### src/rtl/itmr_pkg.sv
package itmr_pkg;

    localparam int REG_W      = 32;
    localparam int VEC_W      = 8;
    localparam int SEL_W      = 4;
    localparam int TBL_N      = 6;
    localparam int DIV_CODE_W = 4;
    localparam int RATIO_W    = 8;

    localparam logic [SEL_W-1:0] SEL_SPUR = 4'h0;
    localparam logic [SEL_W-1:0] SEL_INIT = 4'h1;
    localparam logic [SEL_W-1:0] SEL_CUR  = 4'h2;
    localparam logic [SEL_W-1:0] SEL_DIV  = 4'h3;
    localparam logic [SEL_W-1:0] SEL_TBL0 = 4'h8;

    localparam int SPUR_EN_BIT  = 8;
    localparam int TBL_MASK_BIT = 16;
    localparam int TBL_PER_BIT  = 17;

    localparam logic [VEC_W-1:0] SPUR_VEC_RST = 8'hFF;

    typedef struct packed {
        logic             periodic;
        logic             masked;
        logic [VEC_W-1:0] vec;
    } tbl_entry_t;

    localparam tbl_entry_t TBL_RESET = '{periodic: 1'b0, masked: 1'b1, vec: '0};

    // sel = {code[3], code[1:0]}; shift wraps modulo 8
    function automatic logic [2:0] div_shift(input logic [2:0] sel);
        return sel + 3'd1;
    endfunction

    function automatic logic [RATIO_W-1:0] div_ratio(input logic [2:0] sel);
        return RATIO_W'(1) << div_shift(sel);
    endfunction

    function automatic logic [REG_W-1:0] tbl_word(input tbl_entry_t e);
        logic [REG_W-1:0] w;
        w                = '0;
        w[VEC_W-1:0]     = e.vec;
        w[TBL_MASK_BIT]  = e.masked;
        w[TBL_PER_BIT]   = e.periodic;
        return w;
    endfunction

endpackage

### src/rtl/itmr_regs.sv
module itmr_regs
    import itmr_pkg::*;
#(
    parameter int CNT_W = 32
) (
    input  logic                     clk,
    input  logic                     rst,
    input  logic                     wr_en,
    input  logic [SEL_W-1:0]         wr_sel,
    input  logic [REG_W-1:0]         wr_data,
    output logic                     sw_en,
    output logic [VEC_W-1:0]         spur_vec,
    output tbl_entry_t [TBL_N-1:0]   tbl_q,
    output logic [DIV_CODE_W-1:0]    div_q,
    output logic [CNT_W-1:0]         init_q,
    output logic                     start,
    output logic                     sw_off
);

    logic spur_hit;
    logic init_hit;
    logic div_hit;

    assign spur_hit = wr_en && (wr_sel == SEL_SPUR);
    assign init_hit = wr_en && (wr_sel == SEL_INIT);
    assign div_hit  = wr_en && (wr_sel == SEL_DIV);
    assign start    = init_hit;
    assign sw_off   = spur_hit && !wr_data[SPUR_EN_BIT];

    always_ff @(posedge clk) begin
        if (rst) begin
            sw_en    <= 1'b0;
            spur_vec <= SPUR_VEC_RST;
            div_q    <= '0;
            init_q   <= '0;
            for (int i = 0; i < TBL_N; i++) begin
                tbl_q[i] <= TBL_RESET;
            end
        end else begin
            if (spur_hit) begin
                sw_en    <= wr_data[SPUR_EN_BIT];
                spur_vec <= wr_data[VEC_W-1:0];
            end
            if (div_hit) begin
                div_q <= wr_data[DIV_CODE_W-1:0];
            end
            if (init_hit) begin
                init_q <= wr_data[CNT_W-1:0];
            end
            for (int i = 0; i < TBL_N; i++) begin
                if (sw_off) begin
                    tbl_q[i].masked <= 1'b1;
                end else if (wr_en && (wr_sel == SEL_TBL0 + SEL_W'(i))) begin
                    tbl_q[i].vec      <= wr_data[VEC_W-1:0];
                    tbl_q[i].masked   <= wr_data[TBL_MASK_BIT] | ~sw_en;
                    tbl_q[i].periodic <= (i == 0) ? wr_data[TBL_PER_BIT] : 1'b0;
                end
            end
        end
    end

endmodule

### src/rtl/itmr_prescale.sv
module itmr_prescale
    import itmr_pkg::*;
#(
    parameter int PRE_W = 8
) (
    input  logic       clk,
    input  logic       rst,
    input  logic       tick_en,
    input  logic       restart,
    input  logic [2:0] div_sel,
    output logic       div_tick
);

    logic [PRE_W-1:0] phase_q;
    logic [PRE_W-1:0] limit;

    assign limit    = PRE_W'(div_ratio(div_sel)) - PRE_W'(1);
    // >= keeps a shrunk ratio from waiting for a wrap
    assign div_tick = tick_en && !restart && (phase_q >= limit);

    always_ff @(posedge clk) begin
        if (rst || restart) begin
            phase_q <= '0;
        end else if (tick_en) begin
            phase_q <= div_tick ? '0 : phase_q + PRE_W'(1);
        end
    end

endmodule

### src/rtl/itmr_count.sv
module itmr_count #(
    parameter int CNT_W = 32
) (
    input  logic             clk,
    input  logic             rst,
    input  logic             start,
    input  logic [CNT_W-1:0] load_val,
    input  logic [CNT_W-1:0] reload_val,
    input  logic             periodic,
    input  logic             div_tick,
    output logic [CNT_W-1:0] cur_q,
    output logic             running_q,
    output logic             expire
);

    logic last_step;

    assign last_step = (cur_q == CNT_W'(1));
    assign expire    = div_tick && running_q && last_step;

    always_ff @(posedge clk) begin
        if (rst) begin
            cur_q     <= '0;
            running_q <= 1'b0;
        end else if (start) begin
            cur_q     <= load_val;
            running_q <= |load_val;
        end else if (div_tick && running_q) begin
            if (last_step) begin
                if (periodic) begin
                    cur_q <= reload_val;
                end else begin
                    cur_q     <= '0;
                    running_q <= 1'b0;
                end
            end else begin
                cur_q <= cur_q - CNT_W'(1);
            end
        end
    end

endmodule

### src/rtl/itmr_pending.sv
module itmr_pending #(
    parameter int PEND_W = 4
) (
    input  logic              clk,
    input  logic              rst,
    input  logic              clear,
    input  logic              expire,
    input  logic              take,
    output logic [PEND_W-1:0] pend_q
);

    localparam logic [PEND_W-1:0] PEND_MAX = '1;

    always_ff @(posedge clk) begin
        if (rst || clear) begin
            pend_q <= '0;
        end else begin
            case ({expire, take})
                2'b10: if (pend_q != PEND_MAX) pend_q <= pend_q + PEND_W'(1);
                2'b01: pend_q <= pend_q - PEND_W'(1);
                default: pend_q <= pend_q;
            endcase
        end
    end

endmodule

### src/rtl/intc_timer.sv
module intc_timer
    import itmr_pkg::*;
#(
    parameter int CNT_W  = 32,
    parameter int PEND_W = 4,
    parameter int PRE_W  = 8
) (
    input  logic             clk,
    input  logic             rst,
    input  logic             tick_en,
    input  logic             wr_en,
    input  logic [SEL_W-1:0] wr_sel,
    input  logic [REG_W-1:0] wr_data,
    input  logic [SEL_W-1:0] rd_sel,
    output logic [REG_W-1:0] rd_data,
    input  logic             irq_ack,
    output logic             irq_req,
    output logic [VEC_W-1:0] irq_vector
);

    logic                    sw_en;
    logic [VEC_W-1:0]        spur_vec;
    tbl_entry_t [TBL_N-1:0]  tbl_q;
    logic [DIV_CODE_W-1:0]   div_q;
    logic [CNT_W-1:0]        init_q;
    logic                    start;
    logic                    sw_off;
    logic                    div_tick;
    logic [CNT_W-1:0]        cur_q;
    logic                    running_q;
    logic                    expire;
    logic [PEND_W-1:0]       pend_q;
    logic                    take;
    logic [TBL_N-1:0]        mask_vec;
    logic [REG_W-1:0]        tbl_words [TBL_N];

    itmr_regs #(.CNT_W(CNT_W)) regs_i (
        .clk      (clk),
        .rst      (rst),
        .wr_en    (wr_en),
        .wr_sel   (wr_sel),
        .wr_data  (wr_data),
        .sw_en    (sw_en),
        .spur_vec (spur_vec),
        .tbl_q    (tbl_q),
        .div_q    (div_q),
        .init_q   (init_q),
        .start    (start),
        .sw_off   (sw_off)
    );

    itmr_prescale #(.PRE_W(PRE_W)) pre_i (
        .clk      (clk),
        .rst      (rst),
        .tick_en  (tick_en),
        .restart  (start),
        .div_sel  ({div_q[3], div_q[1:0]}),
        .div_tick (div_tick)
    );

    itmr_count #(.CNT_W(CNT_W)) cnt_i (
        .clk        (clk),
        .rst        (rst),
        .start      (start),
        .load_val   (wr_data[CNT_W-1:0]),
        .reload_val (init_q),
        .periodic   (tbl_q[0].periodic),
        .div_tick   (div_tick),
        .cur_q      (cur_q),
        .running_q  (running_q),
        .expire     (expire)
    );

    itmr_pending #(.PEND_W(PEND_W)) pend_i (
        .clk    (clk),
        .rst    (rst),
        .clear  (start || sw_off),
        .expire (expire),
        .take   (take),
        .pend_q (pend_q)
    );

    for (genvar g = 0; g < TBL_N; g++) begin : g_tbl
        assign tbl_words[g] = tbl_word(tbl_q[g]);
        assign mask_vec[g]  = tbl_q[g].masked;
    end

    assign irq_req    = sw_en && !mask_vec[0] && (pend_q != '0);
    assign irq_vector = tbl_q[0].vec;
    assign take       = irq_ack && irq_req;

    always_comb begin
        rd_data = '0;
        case (rd_sel)
            SEL_SPUR: rd_data = REG_W'({sw_en, spur_vec});
            SEL_INIT: rd_data = REG_W'(init_q);
            SEL_CUR:  rd_data = REG_W'(cur_q);
            SEL_DIV:  rd_data = REG_W'(div_q);
            default: begin
                if (rd_sel[3] && (int'(rd_sel[2:0]) < TBL_N)) begin
                    rd_data = tbl_words[rd_sel[2:0]];
                end
            end
        endcase
    end

endmodule

### config.mk
export PLATFORM = sky130hd
export DESIGN_NAME = intc_timer
export DESIGN_NICKNAME = d
export VERILOG_FILES = /design/src/rtl/itmr_pkg.sv /design/src/rtl/itmr_regs.sv /design/src/rtl/itmr_prescale.sv /design/src/rtl/itmr_count.sv /design/src/rtl/itmr_pending.sv /design/src/rtl/intc_timer.sv
export SDC_FILE = /design/constraint.sdc
export NUM_CORES = 1
export LEC_CHECK = 0
export BUFFER_PORTS_ARGS = -buffer_cell sky130_fd_sc_hd__buf_2
export CAP_MARGIN = 25
export CORE_AREA = 4 4 123 125
export DETAILED_ROUTE_END_ITERATION = 6
export DIE_AREA = 0 0 127 129
export PLACE_DENSITY = 0.79
export SLEW_MARGIN = 25
export SYNTH_ARGS = -nofsm -noshare
export SYNTH_HDL_FRONTEND = slang
export SYNTH_SLANG_ARGS = --single-unit
### constraint.sdc
create_clock -name clk -period 7.29 [get_ports clk]
set_input_delay 1.0935 -clock clk [delete_from_list [all_inputs] [get_ports clk]]
set_output_delay 1.0935 -clock clk [all_outputs]
set_load 0.05 [all_outputs]
### Word-level counts from Yosys, hierarchy flattened

Cells that the tools add are included.

| operators by class | value |
|---|---|
| add/subtract/negate cells | 6 |
| order comparisons | 3 |
| equality and inequality tests | 17 |
| shifts and indexed selects | 1 |
| mux-type cells | 16 |
| bitwise gates (word level) | 4 |
| reductions and logical operators | 40 |

Operators with widths:

| operator | count |
|---|---|
| $mux W32 | 7 |
| $pmux W32 S4 | 1 |
| $bmux W32 S3 | 1 |
| $eq A32 B1 Y1 const B | 1 |
| $reduce_or A32 Y1 | 1 |
| $sub A32 B1 Y32 const B | 1 |
| $eq A4 B4 Y1 const B | 6 |
| $logic_and A1 B1 Y1 | 18 |
| $reduce_and A2 Y1 | 7 |
| $eq A4 B2 Y1 const B | 3 |
| $add A8 B1 Y8 const B | 1 |
| $eq A4 B1 Y1 const B | 2 |
| $ge A8 B8 Y1 | 1 |
| $logic_not A4 Y1 | 2 |
| $mux W8 | 1 |
| $pmux W4 S2 | 1 |
| $shl A1 B3 Y8 const A | 1 |
| $sub A8 B1 Y8 const B | 1 |
| $reduce_bool A2 Y1 | 3 |
| $add A4 B1 Y4 const B | 1 |
| $ge A4 B4 Y1 const B | 1 |
| $mux W1 | 4 |
| $mux W4 | 1 |
| $ne A2 B1 Y1 const B | 2 |
| other kinds (14) | 19 |

| word-level totals | value |
|---|---|
| register bits after elaboration | 145 |
| input port bits | 45 |
| output and inout port bits | 41 |
| logic and storage cells | 108 |

### Depth between registers and ports, before layout

Gate-level depths: netlist of run 1.

| logic depth | value |
|---|---|
| word-level depth | 10 |
| depth in mapped cells | 24 |
| gate-level depth less buffers | 20 |

### Cells and area by module

From an unflattened synthesis of run 1, not the netlist that was laid out.

| second synthesis, totals | value |
|---|---|
| cells, all modules | 1150 |
| area, all modules | 9029.9 µm² |

Modules (own cells, without submodules):

| module | times used | cells each | area an instance (µm²) | sequential area each (µm²) |
|---|---|---|---|---|
| itmr_regs | 1 | 472 | 3945.0 | 2001.9 |
| itmr_count | 1 | 371 | 2687.6 | 660.6 |
| intc_timer | 1 | 175 | 1206.2 | 0.0 |
| itmr_prescale | 1 | 98 | 862.1 | 160.2 |
| itmr_pending | 1 | 34 | 329.1 | 80.1 |

### Worst setup path before layout of run 1

Ideal clock, no wire load.

| timing | value |
|---|---|
| kind | flip-flop to flip-flop |
| from | register regs_i.div_q[1] |
| to | register pend_i.pend_q[3] |
| setup time | 121 ps |
| arrival | 5194 ps |
| data required time | 7169 ps |
| slack | 1974 ps |
| stages on the path, launching flop included | 25 |
| buffers on the path | 4 |
| clock period less this slack | 5316 ps |
| cell sequence | dfxtp_1 > clkbuf_1 > and2_1 > ha_1 > clkbuf_1 > or3b_2 > ha_1 > nand2b_1 > mux2_2 > a21oi_1 > ha_1 > nand2_1 > nor2_1 > a211oi_1 > a21o_1 > buf_2 > buf_2 > o21ai_0 > inv_1 > ha_1 > a21o_1 > a21oi_1 > nor3b_1 > o21a_1 > nor3_1 |

| between the ends | value |
|---|---|
| word-level cells in the longest chain between the ends | 10 |
| elaborated cells on any way between the ends | 13 |
| classes of those cells | add/sub (2); order compare (1); eq/ne (3); shift (1); mux (1); reduce/logical (5) |

Ends and longest elaborated chain:

| item | line | source |
|---|---|---|
| start: declaration | itmr_regs.sv:14 | `output logic [DIV_CODE_W-1:0] div_q,` |
| start signal: assignment | itmr_regs.sv:45 | `div_q <= wr_data[DIV_CODE_W-1:0];` |
| $add A3 B1 Y3 * | itmr_pkg.sv:32 | `return sel + 3'd1;` |
| $shl A1 B3 Y8 * | itmr_pkg.sv:36 | `return RATIO_W'(1) << div_shift(sel);` |
| $sub A8 B1 Y8 * | itmr_prescale.sv:17 | `assign limit = PRE_W'(div_ratio(div_sel)) - PRE_W'(1);` |
| $ge A8 B8 Y1 * | itmr_prescale.sv:19 | `assign div_tick = tick_en && !restart && (phase_q >= limit);` |
| $logic_and A1 B1 Y1 * | itmr_prescale.sv:19 |  |
| $logic_and A1 B1 Y1 * (2 in series) | itmr_count.sv:19 | `assign expire = div_tick && running_q && last_step;` |
| $eq A2 B2 Y1 / $eq A2 B1 Y1 (equally long branches) | itmr_pending.sv:18 | `case ({expire, take})` |
| $ne A2 B1 Y1 (no source line) / $reduce_bool A2 Y1 (equally long branches) | n/a |  |
| $reduce_and A2 Y1 (no source line) | n/a |  |
| end signal: assignment | itmr_pending.sv:19 | `2'b10: if (pend_q != PEND_MAX) pend_q <= pend_q + PEND_W'(1);` |
| end signal: assignment | itmr_pending.sv:20 | `2'b01: pend_q <= pend_q - PEND_W'(1);` |
| end signal: assignment | itmr_pending.sv:21 | `default: pend_q <= pend_q;` |
| end: declaration | itmr_pending.sv:9 | `output logic [PEND_W-1:0] pend_q` |

Every way passes the cells marked *; elsewhere a longest branch is shown, timed or not.
A chain may end at the register's enable or synchronous reset.

### Worst setup path after layout of run 1

Ends and elaborated chain as after synthesis.

==> results of run 1 <==
==> state kept, by name, summed over array words and instances (netlist names) <==
name,flops
cnt_i.cur_q,32
cnt_i.running_q,1
pend_i.pend_q,4
pre_i.phase_q,8
regs_i.div_q,4
regs_i.init_q,32
regs_i.spur_vec,8
regs_i.sw_en,1
regs_i.tbl_q,55
==> Yosys cell counts (all sizes together) (15+ instances only) <==
cell / instances
dfxtp: 145
nor2: 108
a21oi: 86
nor4: 22
nor3: 16
mux2i: 59
o21ai: 36
clkbuf: 58
a31oi: 16
inv: 15
nand2: 154
nand3: 23
ha: 16
a22o: 21
buf: 25
nor2b: 15
==> cell families after synthesis <==
| kind of cell | after synthesis | synth area share [%] |
|---|---|---|
| buffers and inverters | 98 | 5.37 |
| adders and majority gates | 17 | 2.73 |
| DFF | 145 | 35.9 |
| muxes | 75 | 10.8 |
| AOI/OAI and AO/OA | 243 | 19.9 |
| and+or+nand+nor | 384 | 22.4 |
| xor gates and xnor gates | 26 | 2.82 |
==> path summary, 6_finish.rpt <==
check | slack, ns | start | cells past startpoint | to
max reg2reg | 1.75 | regs_i.div_q[1] | 22 | pend_i.pend_q[3]
min | 0.47 | regs_i.tbl_q[0] | 2 | regs_i.tbl_q[0]
min reg2reg | 0.47 | regs_i.tbl_q[0] | 2 | regs_i.tbl_q[0]
max | 1.75 | regs_i.div_q[1] | 22 | pend_i.pend_q[3]
==> per-layer routing <==
layer  global-route usage [%]  vias up
li1                         -     3616
met1                     37.2     3571
met2                     42.9      302
met3                     5.15       39
met4                     11.2        0
met5                        0        -
==> layout make-up <==
cell class                 count  area [um^2]  area share [%]
multi-input combinational    745         4790            53.0
sequential                   145         2900            32.1
timing repair buffer          96          508            5.62
clock buffer                  19          453            5.01
tap                          180          225            2.49
clock inverter                12          103            1.14
inverter                      15         56.3           0.623
==> power by group through the flow <==
stage | clock network, uW | logic [uW] | registers (uW)
floorplan | 0 | 171 | 831
global placement | 0 | 226 | 836
detailed placement | 0 | 228 | 836
CTS | 828 | 229 | 818
global route | 866 | 256 | 820
finish | 821 | 234 | 819
==> worst max-delay path: stages, from the launching register on <==
cell      delay (ns)
dfxtp_1         0.43
and2_1          0.24
ha_1            0.43
or3b_2          0.49
ha_1            0.25
nand2b_1        0.11
mux2_2          0.33
a21oi_1         0.15
ha_1            0.25
nand2_1         0.09
nor2_1          0.05
a211oi_1        0.52
clkbuf_2        0.27
a21o_1          0.12
buf_4           0.30
o21ai_0         0.18
inv_1           0.14
ha_1            0.23
a21o_1          0.17
a21oi_1         0.17
nor3b_1         0.29
nor3_1          0.09
nor3_1          0.16
==> layout by cell type, fill, tap and decap left out, types with 8 or more instances in the layout <==
cell type,Yosys,routed
nand4_1,10,10
mux4_2,9,9
inv_1,15,15
buf_4,9,11
a31oi_1,16,16
o21ai_0,36,36
ha_1,16,16
mux2i_1,59,59
a22o_1,21,21
xnor2_1,13,13
a311oi_1,9,9
a211o_1,8,8
nand3_1,21,21
a211oi_1,9,9
nand2_1,154,154
a21oi_1,86,86
clkbuf_16,0,17
buf_2,8,84
nor2b_1,15,15
nor4_1,18,18
xor2_1,13,13
nor3_1,15,14
nor2_1,107,103
dfxtp_1,145,145
o22ai_1,10,10
==> stage by stage <==
step / area (um^2) / cells / utilization [%] / setup WS, ns
2_1_floorplan: 8080 / 988 / - / 1.97
3_3_place_gp: 8470 / 1180 / 61.0 / 1.91
3_5_place_dp: 8470 / 1180 / 61.0 / 1.71
4_1_cts: 9030 / 1211 / 65.0 / 1.65
5_1_grt: 9040 / 1212 / 65.1 / 1.32
6_report: 9040 / 1212 / 65.1 / 1.75
==> impl_metrics.json, run 1 <==
{
  "dr.pass1.iters": 6,
  "post_route_cells_drive_above_1_share_pct": 16.3,
  "switchingPower_uw": 528,
  "path_max_fanout": 28,
  "synth_cells": 988,
  "fin_nets": 1082,
  "p_total_uw": 1870,
  "vias": 7528,
  "async_flop_share_pct": 0,
  "end_kind": "flop",
  "cts_tree": "yes",
  "routabilityCongestion": 0.872,
  "pwr-share-comb_pct": 12.5,
  "critPathKind": "flop to flop",
  "finalHoldViolCount": 0,
  "grt_pass1_wl_um": 36100,
  "wl_met2_um": 10400,
  "antenna_left": 0,
  "p_per_area_nw_per_um2": 207,
  "synth.area.top_cells": "dfxtp_1, mux2i_1, nand2_1",
  "max_freq_mhz": 180,
  "dr.max_layer_used": "met4",
  "power_frac_seq_pct": 43.7,
  "core_um2": 13900,
  "clockBufferDepth": 2,
  "hold_buffers": 0,
  "io_pins": 86,
  "die_height_um": 129,
  "ys_seq_area_share_pct": 35.9,
  "htreeDepth": 4,
  "drt_wl_total_um": 22100,
  "synth_edf_count": 0,
  "required_ns": 7.64,
  "wl_met3_um": 1550,
  "grtUsageTotal_pct": 27.3,
  "finalClockSkew_ns": 0.0106,
  "wl_per_cell_um": 18.2,
  "synth_ff_type": "dfxtp_1",
  "drtIter0Drc": 769,
  "holdWs_ns": 0.472,
  "ir_drop_mv": 0.208,
  "die_x_um": 127,
  "start_util_pct": 58.2,
  "fill_cells": 1190,
  "syn_nets": 1050,
  "wl_met1_um": 9720,
  "io_buffers": 85,
  "max-cap-violations": 0,
  "setup_violations": 0,
  "slew_headroom_pct": 28.7,
  "tns_ns": 0,
  "postCtsSetupBuffers": 0,
  "grt_overflow": 0,
  "p_leak_uw": 0.00346,
  "status": "completed",
  "critPathArrivalTime_ns": 5.89,
  "rsz0062_at_grt": "no",
  "drc_errors": 0,
  "dp_hpwl_um": 14600,
  "clk_pin_slew_ns": 0.07,
  "antenna_found_initial": 0,
  "slew_violations": 0,
  "syn_area_um2": 8080,
  "grt_pass1_vias": 7157,
  "insertion_delay_ns": 0.43,
  "num_antenna_cells": 0,
  "rows": 43,
  "cts-root-buf": "clkbuf_16",
  "cts_buffers": 17,
  "cts_sinks": 145,
  "hp-class": "flop to flop",
  "switching_share_pct": 28.2,
  "worst_pin_slew_ns": 1.07,
  "post_cts_resized": 0,
  "start_kind": "flop",
  "period_share_pct": 76.1,
  "p_int_uw": 1350,
  "dieArea_um2": 16400,
  "syn_area_per_cell_um2": 8.18,
  "fin_crit_ns": 5.54,
  "synth_top_area_share_pct": 35.9,
  "synth.distinct_cells": 66,
  "power_frac_clock_pct": 43.8,
  "vias_per_cell": 6.21,
  "synth_warnings": 0,
  "synth.largest_area_cell": "dfxtp_1",
  "area_growth_pct": 11.8,
  "grt_max_degree": 75,
  "ys_ff_latch": 145
}
Power figures use the tool's default switching activity.
==> inputs of run 2 (changes only) <==
--- a/config.mk
+++ b/config.mk
@@ -7,10 +7,10 @@
 export LEC_CHECK = 0
 export BUFFER_PORTS_ARGS = -buffer_cell sky130_fd_sc_hd__buf_2
 export CAP_MARGIN = 25
-export CORE_AREA = 4 4 123 125
+export CORE_AREA = 4 4 128 130
 export DETAILED_ROUTE_END_ITERATION = 6
-export DIE_AREA = 0 0 127 129
-export PLACE_DENSITY = 0.79
+export DIE_AREA = 0 0 132 134
+export PLACE_DENSITY = 0.77
 export SLEW_MARGIN = 25
 export SYNTH_ARGS = -nofsm -noshare
 export SYNTH_HDL_FRONTEND = slang
==> constraint.sdc (replaced) <==
create_clock -name clk -period 4.9 [get_ports clk]
set_input_delay 0.735 -clock clk [delete_from_list [all_inputs] [get_ports clk]]
set_output_delay 0.735 -clock clk [all_outputs]
set_load 0.05 [all_outputs]
==> run 2 against run 1 <==
Net effect:
- register-to-register slack got worse by 1.4 ns
- largest power group unchanged
- total power up 59%
- clock-buffer cell count fell by 2
- core utilization down 4.4 points
- sequential power grew 49%
- global-route usage down 2.1 points
- flip-flop and latch count is the same
==> impl_metrics.json, run 2 (synthesis results as in run 1) <==
{
  "vias_per_cell": 6.27,
  "required_ns": 5.26,
  "drt_wl_total_um": 22700,
  "finalClockSkew_ns": 0.0103,
  "fill_cells": 1327,
  "end_kind": "flop",
  "wl_per_cell_um": 18.5,
  "dp.cells": 1193,
  "fin_crit_ns": 4.60,
  "reg_top3": "regs_i.tbl_q x55, cnt_i.cur_q x32, regs_i.init_q x32",
  "setup_violations": 0,
  "htreeDepth": 4,
  "core_um2": 15100,
  "num_antenna_cells": 0,
  "grtUsageTotal_pct": 25.2,
  "path_max_fanout": 10,
  "holdWs_ns": 0.473,
  "antenna_left": 0,
  "die_x_um": 132,
  "rows": 45,
  "p_leak_uw": 0.00353,
  "grt_max_degree": 91,
  "final_cell_mix": "nand2_1, dfxtp_1, nor2_1",
  "finalHoldViolCount": 0,
  "hold_buffers": 0,
  "slew_headroom_pct": 31.1,
  "p_per_area_nw_per_um2": 325,
  "max_freq_mhz": 217,
  "drtIter0Drc": 866,
  "rsz0062_at_grt": "no",
  "hp-class": "flop to flop",
  "max-cap-violations": 0,
  "routabilityCongestion": 0.857,
  "io_pins": 86,
  "fin_nets": 1086,
  "clockBufferDepth": 2,
  "start_util_pct": 53.3,
  "post_dp_cell_area_um2": 8520,
  "start_kind": "flop",
  "dp_hpwl_um": 15000,
  "cts_sinks": 145,
  "tns_ns": 0,
  "die_height_um": 134,
  "critPathArrivalTime_ns": 4.96,
  "grt_pass1_wl_um": 36500,
  "cts-root-buf": "clkbuf_16",
  "clk_pin_slew_ns": 0.07,
  "multi_input_area_um2": 4800,
  "critPathKind": "flop to flop",
  "insertion_delay_ns": 0.44,
  "final_cell_area_um2": 9190,
  "layout_commonest_cell": "nand2_1",
  "ir_drop_mv": 0.282,
  "io_buffers": 85,
  "vias": 7677,
  "cts_tree": "yes",
  "grt_pass1_vias": 7144,
  "fin_util_pct": 60.7,
  "grt_overflow": 0,
  "post_route_cells_drive_above_1_share_pct": 16.9,
  "worst_pin_slew_ns": 1.03,
  "largest_reg_flops": 55,
  "drc_errors": 0,
  "top_register": "regs_i.tbl_q",
  "period_share_pct": 93.9,
  "antenna_found_initial": 0,
  "cts_buffers": 17,
  "status": "completed",
  "area_growth_pct": 13.7,
  "fin_cells": 1225,
  "dieArea_um2": 17700,
  "slew_violations": 0,
  "regArea_um2": 2900,
  "dr.pass1.iters": 6
}
[run 2: changes by cell type in the layout (fill, tap and decap cells not counted), moves of 2 or more]
cell / delta
buf_4: +5
bufinv_16: +3
clkinv_4: -3
clkinv_8: +3
inv_8: +3
clkbuf_8: -2
inv_6: -2
[run 2: layout make-up]
type                    instances  share of cell area [%]
clock buffers                  17                    4.63
clock inverters                15                    2.46
inverters                      15                   0.613
repair buffers                100                    5.88
multi-input cells             745                    52.3
well taps                     188                    2.56
flip-flops and latches        145                    31.6
[run 2: where the power goes]
part	switching [uW]	internal, uW
clock	584	830
combinational	229	123
sequential	20.5	1200
[run 2: metal layers]
metal	vias to the layer above	share of wire, %	GRT usage (%)
met5	-	0	0
met4	0	1.9	8.46
met3	41	7.2	4.76
met2	321	48	41.1
met1	3686	43	33.6
li1	3629	-	-
[run 2: per-stage QoR]
| step | power (uW) | setup WS [ns] |
|---|---|---|
| 2_1_floorplan | 1490 | 0.0352 |
| 5_1_grt | 3080 | 0.0296 |
| 6_report | 2980 | 0.298 |
| 4_1_cts | 2990 | 0.244 |
| 3_5_place_dp | 1590 | 0.292 |
| 3_3_place_gp | 1580 | 0.399 |
[run 2: path summary, 6_finish.rpt]
path	to	cells past startpoint	from	slack [ns]
worst min-delay path	regs_i.tbl_q[0]	2	regs_i.tbl_q[0]	0.47
worst max-delay path	pend_i.pend_q[3]	19	regs_i.div_q[1]	0.30
worst min register to register	regs_i.tbl_q[0]	2	regs_i.tbl_q[0]	0.47
worst max register to register	pend_i.pend_q[3]	19	regs_i.div_q[1]	0.30
[run 2: critical path, stage by stage, from the launching register on]
cell	delay [ns]
dfxtp_1	0.31
and2_1	0.17
ha_2	0.41
or3b_2	0.48
ha_1	0.25
nand2b_1	0.13
mux2_2	0.36
a21oi_1	0.17
ha_1	0.14
nand2_1	0.07
a311o_1	0.39
a21o_1	0.21
o21ai_1	0.19
inv_1	0.09
ha_1	0.27
a21o_1	0.18
a21oi_1	0.16
nor3b_1	0.30
nor3_1	0.09
nor3_1	0.16
[run 2: repair_timing]
item	4_1_cts	5_1_grt
setup endpoints to repair	0	1
gates resized for setup	0	2
buffers inserted	0	0
==> inputs of run 3 (changes only) <==
--- a/config.mk
+++ b/config.mk
@@ -7,10 +7,10 @@
 export LEC_CHECK = 0
 export BUFFER_PORTS_ARGS = -buffer_cell sky130_fd_sc_hd__buf_2
 export CAP_MARGIN = 25
-export CORE_AREA = 4 4 128 130
+export CORE_AREA = 2 2 135 137
 export DETAILED_ROUTE_END_ITERATION = 6
-export DIE_AREA = 0 0 132 134
-export PLACE_DENSITY = 0.77
+export DIE_AREA = 0 0 137 139
+export PLACE_DENSITY = 0.68
 export SLEW_MARGIN = 25
 export SYNTH_ARGS = -nofsm -noshare
 export SYNTH_HDL_FRONTEND = slang
==> run 3 against run 2 <==
Net effect:
- maximum frequency about the same
- via count down 3.0%
- clock skew down 0.0010 ns
- sequential share of layout area up 0.15 points
- flip-flop and latch count unchanged
- total power down 7.4%
==> impl_metrics.json, run 3 (synthesis results as in run 1) <==
{
  "status": "completed",
  "holdWs_ns": 0.474,
  "drtIter0Drc": 642,
  "routabilityCongestion": 0.875,
  "cts_sinks": 145,
  "grt_overflow": 0,
  "grt_pass1_vias": 6909,
  "hp-class": "flop to flop",
  "startpoint": "regs_i.div_q[1]",
  "min_to": "regs_i.tbl_q[2]",
  "area_growth_pct": 13.2,
  "die_height_um": 139,
  "max_freq_mhz": 217,
  "tns_ns": 0,
  "path_max_fanout": 10,
  "cpPeakStageDelay_ns": 0.49,
  "cp_common_cell": "ha_1",
  "critPathKind": "flop to flop",
  "critPathArrivalTime_ns": 4.96,
  "clockBufferDepth": 2,
  "wl_per_cell_um": 18.2,
  "post_cts_resized": 0,
  "grtUsageTotal_pct": 24.5,
  "dieArea_um2": 19000,
  "dp_hpwl_um": 15800,
  "io_buffers": 85,
  "htreeDepth": 4,
  "fin_nets": 1088,
  "final_cell_mix": "nand2_1, dfxtp_1, nor2_1",
  "worst_pin_slew_ns": 0.845,
  "p_per_area_nw_per_um2": 302,
  "core_um2": 17700,
  "start_kind": "flop",
  "antenna_left": 0,
  "grt_pass1_wl_um": 37100,
  "fill_cells": 1683,
  "dr.pass1.iters": 5,
  "timing.rr.start": "regs_i.div_q[1]",
  "r2r_end": "pend_i.pend_q[3]",
  "start_util_pct": 45.8,
  "max-cap-violations": 0,
  "finalClockSkew_ns": 0.00923,
  "rsz0062_at_grt": "no",
  "end_kind": "flop",
  "layout_commonest_cell": "nand2_1",
  "largest_reg_flops": 55,
  "slew_headroom_pct": 42.9,
  "cts_buffers": 17,
  "rows": 49,
  "postCtsSetupBuffers": 0,
  "slew_violations": 0,
  "cts_tree": "yes",
  "hp-start": "regs_i.tbl_q[2]",
  "hold_buffers": 0,
  "crit_slowest_cell": "or3b_2",
  "worstRegToRegCells": 19,
  "finalHoldViolCount": 0,
  "reg_top3": "regs_i.tbl_q x55, cnt_i.cur_q x32, regs_i.init_q x32",
  "setup_violations": 0,
  "fin_crit_ns": 4.60,
  "cts-root-buf": "clkbuf_16",
  "period_share_pct": 93.9,
  "regArea_um2": 2900,
  "drc_errors": 0,
  "io_pins": 86,
  "path_cells": "and2_1 > ha_1 > or3b_2 > ha_1 > nand2b_1 > mux2_2 > a21oi_1 > ha_1 > nand2_1 > a311o_1 > a21o_1 > o21ai_1 > inv_1 > ha_1 > a21o_1 > a21oi_1 > nor3b_2 > nor3_1 > nor3_1",
  "p_total_uw": 2760,
  "grt_max_degree": 82,
  "multi_input_area_um2": 4810,
  "rrSetupSlack_ns": 0.30,
  "required_ns": 5.26,
  "insertion_delay_ns": 0.43,
  "ir_drop_mv": 0.276,
  "antenna_found_initial": 1,
  "drt_wl_total_um": 23100,
  "clk_pin_slew_ns": 0.06,
  "top_register": "regs_i.tbl_q",
  "post_route_cells_drive_above_1_share_pct": 16.7,
  "vias": 7445,
  "vias_per_cell": 5.87,
  "die_x_um": 137,
  "hold_path_depth": 2,
  "p_leak_uw": 0.00348
}
run 3: per-layer routing:
layer	wire length [um]	share of wire, %	global-route usage (%)
met5	0	0	0
met1	10700	46	34.0
met2	10700	46	37.9
met3	1260	5.5	4.24
met4	466	2.0	9.39
run 3: worst max-delay path by stage:
stage / to / slack, ns / cells past startpoint
2_1_floorplan: pend_i.pend_q[3] / 0.04 / 23
3_3_place_gp: pend_i.pend_q[3] / 0.36 / 19
3_5_place_dp: pend_i.pend_q[3] / 0.20 / 19
4_1_cts: pend_i.pend_q[3] / 0.17 / 19
5_1_grt: pend_i.pend_q[3] / 0.07 / 19
6_report: pend_i.pend_q[3] / 0.30 / 19
run 3: per-stage QoR:
stage / cells / utilization, % / setup WS, ns / instance area [um^2]
after CTS: 1268 / 51.7 / 0.170 / 9130
final: 1269 / 51.8 / 0.299 / 9150
after global placement: 1235 / 48.6 / 0.363 / 8580
after global routing: 1269 / 51.8 / 0.0745 / 9150
after detailed placement: 1236 / 48.7 / 0.198 / 8590
after floorplan: 988 / - / 0.0352 / 8090
run 3: area by class of cell:
| type | instances | share of cell area, % |
|---|---|---|
| repair buffers | 102 | 6.07 |
| multi-input cells | 745 | 52.6 |
| well taps | 229 | 3.13 |
| clock buffers | 20 | 4.88 |
| clock inverters | 12 | 0.971 |
| flip-flops and latches | 145 | 31.7 |
| diodes | 1 | 0.0274 |
| inverters | 15 | 0.616 |
run 3: critical path: cells and delay by family, from the launching register on:
kind / cells / cell delay (ns)
compound gates: 6 / 1.35
simple gates: 7 / 1.30
fa+ha+maj: 4 / 1.10
mux: 1 / 0.34
flops: 1 / 0.30
buf+inv: 1 / 0.10
run 3: power breakdown:
group          switching (uW)  internal [uW]  total (uW)  leakage (uW)
Sequential               20.9           1200        1220       0.00117
Combinational             231            124         354       0.00206
Clock                     531            660        1190      0.000252
